## src/rtl/spi_hold_pkg.sv

```systemverilog
package spi_hold_pkg;

    // Registered state of the pause gate
    typedef struct packed {
        logic paused;
        logic rx_en;
        logic tx_en;
        logic oe;
    } gate_st_t;

    localparam gate_st_t GATE_RST = '{paused: 1'b0, rx_en: 1'b0, tx_en: 1'b0, oe: 1'b0};

endpackage

```

## src/rtl/spi_hold_sync.sv

```systemverilog
module spi_hold_sync #(
    parameter int             W       = 3,
    parameter int             STAGES  = 2,
    parameter logic [W-1:0]   RST_VAL = '0
) (
    input  logic         clk,
    input  logic         rst_n,
    input  logic [W-1:0] pin_i,
    output logic [W-1:0] lvl_o
);

    genvar b;
    generate
        for (b = 0; b < W; b++) begin : g_bit
            logic [STAGES-1:0] chain_d, chain_q;

            always_comb begin
                chain_d = {chain_q[STAGES-2:0], pin_i[b]};
            end

            always_ff @(posedge clk or negedge rst_n) begin
                if (!rst_n) chain_q <= {STAGES{RST_VAL[b]}};
                else        chain_q <= chain_d;
            end

            assign lvl_o[b] = chain_q[STAGES-1];
        end
    endgenerate

endmodule

```

## src/rtl/spi_hold_edge.sv

```systemverilog
module spi_hold_edge #(
    parameter logic RST_VAL = 1'b0
) (
    input  logic clk,
    input  logic rst_n,
    input  logic lvl_i,
    output logic rise_o,
    output logic fall_o
);

    logic lvl_d, lvl_q;

    always_comb begin
        lvl_d  = lvl_i;
        rise_o = lvl_i & ~lvl_q;
        fall_o = ~lvl_i & lvl_q;
    end

    always_ff @(posedge clk or negedge rst_n) begin
        if (!rst_n) lvl_q <= RST_VAL;
        else        lvl_q <= lvl_d;
    end

endmodule

```

## src/rtl/spi_hold_ctrl.sv

```systemverilog
module spi_hold_ctrl
    import spi_hold_pkg::*;
(
    input  logic clk,
    input  logic rst_n,
    input  logic sel,
    input  logic sck_lvl,
    input  logic sck_rise,
    input  logic sck_fall,
    input  logic pause_n_lvl,
    input  logic so_req,
    output logic rx_en,
    output logic tx_en,
    output logic oe,
    output logic paused
);

    gate_st_t st_d, st_q;

    always_comb begin
        st_d = st_q;
        // pause level is only sampled in the clock low phase; while high it is held
        if (!sel)          st_d.paused = 1'b0;
        else if (!sck_lvl) st_d.paused = ~pause_n_lvl;
        else               st_d.paused = st_q.paused;
        // edges are qualified against the pause value of the same cycle
        st_d.rx_en = sck_rise & sel & ~st_d.paused;
        st_d.tx_en = sck_fall & sel & ~st_d.paused;
        st_d.oe    = so_req   & sel & ~st_d.paused;
    end

    always_ff @(posedge clk or negedge rst_n) begin
        if (!rst_n) st_q <= GATE_RST;
        else        st_q <= st_d;
    end

    assign rx_en  = st_q.rx_en;
    assign tx_en  = st_q.tx_en;
    assign oe     = st_q.oe;
    assign paused = st_q.paused;

    AST_PULSE_EXCL: assert property (@(posedge clk) disable iff (!rst_n)
        !(st_q.rx_en && st_q.tx_en));

    AST_PAUSE_LOW_ONLY: assert property (@(posedge clk) disable iff (!rst_n)
        ((st_q.paused != $past(st_q.paused)) && $past(sel)) |-> !$past(sck_lvl));

    AST_NO_PULSE_PAUSED: assert property (@(posedge clk) disable iff (!rst_n)
        st_q.paused |-> (!st_q.rx_en && !st_q.tx_en));

    AST_OE_OFF_PAUSED: assert property (@(posedge clk) disable iff (!rst_n)
        st_q.paused |-> !st_q.oe);

    AST_QUIET_DESEL: assert property (@(posedge clk) disable iff (!rst_n)
        !$past(sel) |-> (!st_q.rx_en && !st_q.tx_en && !st_q.oe));

    AST_CLEAR_DESEL: assert property (@(posedge clk) disable iff (!rst_n)
        !$past(sel) |-> !st_q.paused);

endmodule

```

## src/rtl/spi_hold_gate.sv

```systemverilog
module spi_hold_gate #(
    parameter int SYNC_STAGES = 2
) (
    input  logic clk,
    input  logic rst_n,
    input  logic spi_sel_n,
    input  logic spi_clk,
    input  logic spi_pause_n,
    input  logic so_drive_req,
    output logic rx_sample_en,
    output logic tx_shift_en,
    output logic so_oe,
    output logic pause_active
);

    localparam int PIN_W = 3;
    // bit 2: select (idle high), bit 1: clock (idle low), bit 0: pause (idle high)
    localparam logic [PIN_W-1:0] PIN_IDLE = 3'b101;

    logic [PIN_W-1:0] pin_lvl;
    logic             sck_rise, sck_fall;

    spi_hold_sync #(
        .W       (PIN_W),
        .STAGES  (SYNC_STAGES),
        .RST_VAL (PIN_IDLE)
    ) u_sync (
        .clk   (clk),
        .rst_n (rst_n),
        .pin_i ({spi_sel_n, spi_clk, spi_pause_n}),
        .lvl_o (pin_lvl)
    );

    spi_hold_edge #(
        .RST_VAL (PIN_IDLE[1])
    ) u_edge (
        .clk    (clk),
        .rst_n  (rst_n),
        .lvl_i  (pin_lvl[1]),
        .rise_o (sck_rise),
        .fall_o (sck_fall)
    );

    spi_hold_ctrl u_ctrl (
        .clk         (clk),
        .rst_n       (rst_n),
        .sel         (~pin_lvl[2]),
        .sck_lvl     (pin_lvl[1]),
        .sck_rise    (sck_rise),
        .sck_fall    (sck_fall),
        .pause_n_lvl (pin_lvl[0]),
        .so_req      (so_drive_req),
        .rx_en       (rx_sample_en),
        .tx_en       (tx_shift_en),
        .oe          (so_oe),
        .paused      (pause_active)
    );

endmodule

```

## config.mk

```make
export PLATFORM = sky130hd
export DESIGN_NAME = spi_hold_gate
export DESIGN_NICKNAME = d
export VERILOG_FILES = /design/src/rtl/spi_hold_pkg.sv /design/src/rtl/spi_hold_sync.sv /design/src/rtl/spi_hold_edge.sv /design/src/rtl/spi_hold_ctrl.sv /design/src/rtl/spi_hold_gate.sv
export SDC_FILE = /design/constraint.sdc
export NUM_CORES = 1
export LEC_CHECK = 0
export ABC_AREA = 1
export BUFFER_PORTS_ARGS = -buffer_cell sky130_fd_sc_hd__buf_4
export CAP_MARGIN = 15
export CORE_AREA = 5 5 42 44
export CTS_CLUSTER_DIAMETER = 40
export DETAILED_ROUTE_END_ITERATION = 8
export DIE_AREA = 0 0 47 49
export GPL_TIMING_DRIVEN = 1
export PLACE_DENSITY_LB_ADDON = 0.12
export SKIP_LAST_GASP = 1
export SLEW_MARGIN = 20
export SYNTH_ARGS = -nofsm -noshare
export SYNTH_HDL_FRONTEND = slang
export SYNTH_HIERARCHICAL = 1
export SYNTH_SLANG_ARGS = --single-unit
```

## constraint.sdc

```tcl
create_clock -name clk -period 0.9 [get_ports clk]
set_input_delay 0.135 -clock clk [delete_from_list [all_inputs] [get_ports clk]]
set_output_delay 0.135 -clock clk [all_outputs]
set_load 0.01 [all_outputs]
```

==> impl_metrics.yaml <==
outcome:
  run_status: "complete, but fails checks"
  failing_checks: "negative setup slack"
cells_and_area:
  finish.net_count: 53
  antenna_cells: 0
  final_cell_area_um2: 528.0
  layout_cells_sized_above_1_pct: 39.13
  final_cells: 62
  syn_to_final_growth_pct: 40.20
timing:
  hold_ws_ns: 0.1021
  post_layout_minimum_cycle_time_ns: 0.9076
  maxClockFrequency_mhz: 1102
  max_slew.worst_pin.slew_ns: 0.1472
  layout_worst_path_cycle_share_pct: 100.8
  final-hold-violation-count: 0
  final-setup-viol-count: 1
  clock_skew_ns: 0.002705
  timing.max_slew.rel_slack_pct: 90.19
  finalMaxSlewViolations: 0
  postLayoutSetupSlackWorst_ns: -0.007559
  rsz_0062_raised_after_global_routing: "true"
clock_tree:
  clock_sinks: 11
  cts.clk_slew.worst_paths_ns: 0.07
  cts_buffer_depth: 2
  cts_tree: "done"
  clock-root-buffer: "sky130_fd_sc_hd__clkbuf_4"
  cts_made_buffers: 3
  insertion_delay_ns: 0.26
  cts_max_level: 1
drt:
  drt_iter0_drc: 1
  average_routed_wire_per_standard_cell_um: 9.000
  num_vias: 232
  vias_per_cell: 3.742
  antenna_left: 0
  drt-total-wl_um: 558
  detail_route.first_pass.iterations: 2
  drc_errors: 0
min_path:
  worst_hold_startpoint: "so_drive_req"
  holdCritPathClass: "input pin to flip-flop"
global_route:
  grt_max_degree: 12
  grt_util_met1_pct: 6.849
  first_global_vias: 238
  met2_usage_pct: 8.145
  first_pass_grt_wire_length_um: 931
  antenna_found_initial: 0
  globalRouteTotalUtil_pct: 6.201
  top_usage_layer: "met2"
  grt.overflow.total: 0
  grt_use_met3_pct: 2.214
logic_synthesis:
  synth_compound_area_share_pct: 0
  synth_adder_area_share_pct: 0
  synth_cells: 32
  synth.cell_area_um2: 376.6
  yosysUniqueCellTypes: 8
  synth.ff_latch_count: 11
  synthSimpleGateAreaFrac_pct: 10.63
  syn_nets: 38
  synth.yosys.seq_area_share_pct: 74.42
  yosys_warnings: 6
  synth-xor-area-share_pct: 0
  synth_mux_area_share_pct: 0
  combinational_family_with_the_most_area_after_synthesis: "buffers and inverters"
  post_synth.cell_area_avg_um2: 11.77
die:
  ioPinCount: 10
  num_rows: 14
  die_w_um: 47
  starting_utilization_of_the_core_area_pct: 26.87
  placeable_core_region_um2: 1401
  area_of_the_die_um2: 2303
  die-height_um: 49
setup_path:
  start_kind: "flip-flop"
  cp.buffers_inverters: 1
  crit_family: "flip-flops"
  critical-path-slowest-cell: "sky130_fd_sc_hd__dfrtp_1"
  timing.critical_path.cells: "buf_6"
  reg2reg_from: "u_sync/g_bit[0].chain_q[1]"
  slowest_delay_ns: 0.39
  worst_setup_path_startpoint: "u_ctrl/paused"
  worstPathRequired_ns: 0.76
  worst_ep_arrival_time_ns: 0.77
  setup.worst_path.class: "flip-flop to output pin"
  critical_path.endpoint_type: "output pin"
  worst-path-max-fanout: 2
pwr:
  clock_power_share_pct: 34.6
  share_seq_of_total_power_pct: 56.5
  ir_worst_vdd_uv: 750.4
  powerDensity_nw_per_um2: 1799
  netSwitchingPower_uw: 204.8
  p_int_uw: 745.1
  p_sw_share_pct: 21.56
  combinationalPowerShare_pct: 9.0
  leakagePower_nw: 0.2868
placed_design:
  dpl_cell_area_um2: 441.7
  place_inst: 54
  detailedPlacementHpwl_um: 416.5
  io_buffer_count: 9
  gp_congestion: 0.5959
run:
  maxCapViolations: 0
-- cell usage in the layout (no fill, tap or decap), drive strengths merged --
cell type	count
inv	9
buf	9
dfrtp	7
dlygate4sd3	4
dfstp	4
clkbuf	4
nor2	3
nand2	3
nand3	3
-- tightest hold or removal path, stage by stage --
cell and delay (ns):
sky130_fd_sc_hd__buf_4 0.08, sky130_fd_sc_hd__nand3_1 0.07, sky130_fd_sc_hd__inv_1 0.05
-- logic make-up after synthesis --
group	after synthesis
buffers and inverters	12
AND/OR/NAND/NOR	9
flip-flops	11
-- flip-flops by register name (all words and copies together), names as in the netlist --
name,cells
u_edge/lvl_q,1
u_sync/g_bit.chain_q,6
u_ctrl/tx_en,1
u_ctrl/oe,1
u_ctrl/rx_en,1
u_ctrl/paused,1
-- synth_stat cells (all sizes together) --
library cell	n	area share (%)
inv	9	9.0
buf	3	6.0
dfrtp	7	47
nand2	3	3.7
dfstp	4	28
nand3	3	4.0
nor2	3	3.0
-- stage by stage --
stage               setup WS (ns)  power (mW)  utilization [%]  setup TNS [ns]
floorplan                 0.02654      0.5761                -               0
global placement          0.06867      0.6080            31.52               0
detailed placement        0.06626      0.6119            31.52               0
CTS                      -0.02803      0.9707            37.32        -0.06110
global route             -0.04909       1.005            37.68         -0.1221
finish                  -0.007559      0.9499            37.68       -0.007559
-- what timing repair did --
| item | 4_1_cts | 5_1_grt |
|---|---|---|
| setup endpoints to repair | 4 | 5 |
| hold buffers | 4 | 0 |
| endpoints found under the hold margin | 14 | 0 |
| pin swaps | 0 | 1 |
| setup buffers | 0 | 0 |
| resized for setup | 4 | 1 |
-- final cells by class --
type | instances | area [µm²]
fillers | 144 | 873.3
flip-flops and latches | 11 | 280.3
repair buffers | 13 | 122.6
multi-input cells | 9 | 45.04
inverters | 9 | 33.78
clock buffers | 4 | 26.28
well taps | 16 | 20.02
-- power by group through the flow --
| stage | sequential, mW | clock (mW) | combinational [mW] |
|---|---|---|---|
| after CTS | 0.537 | 0.348 | 0.0856 |
| after detailed placement | 0.545 | 0 | 0.0673 |
| final | 0.537 | 0.328 | 0.0851 |
| after floorplan | 0.545 | 0 | 0.0316 |
| after global placement | 0.542 | 0 | 0.0656 |
| after global routing | 0.539 | 0.370 | 0.0954 |
-- per-layer routing --
metal,vias to the layer above,share of wire (%)
met2,11,50
met4,0,4.8
met3,3,9.7
met5,-,0
li1,115,-
met1,103,35
-- final timing paths --
| check | to | slack, ns | cells after the start |
|---|---|---|---|
| setup / recovery | pause_active | -0.008 | 1 |
| hold / removal | u_ctrl/oe | 0.10 | 3 |
| setup reg to reg | u_ctrl/oe | 0.06 | 4 |
| hold reg to reg | u_sync/g_bit[2].chain_q[1] | 0.36 | 0 |
| max in group asynchronous | u_sync/g_bit[0].chain_q[1] | 0.45 | 2 |
| min in group asynchronous | u_ctrl/tx_en | 0.23 | 2 |
No activity file was read; power rests on OpenSTA's default activity.
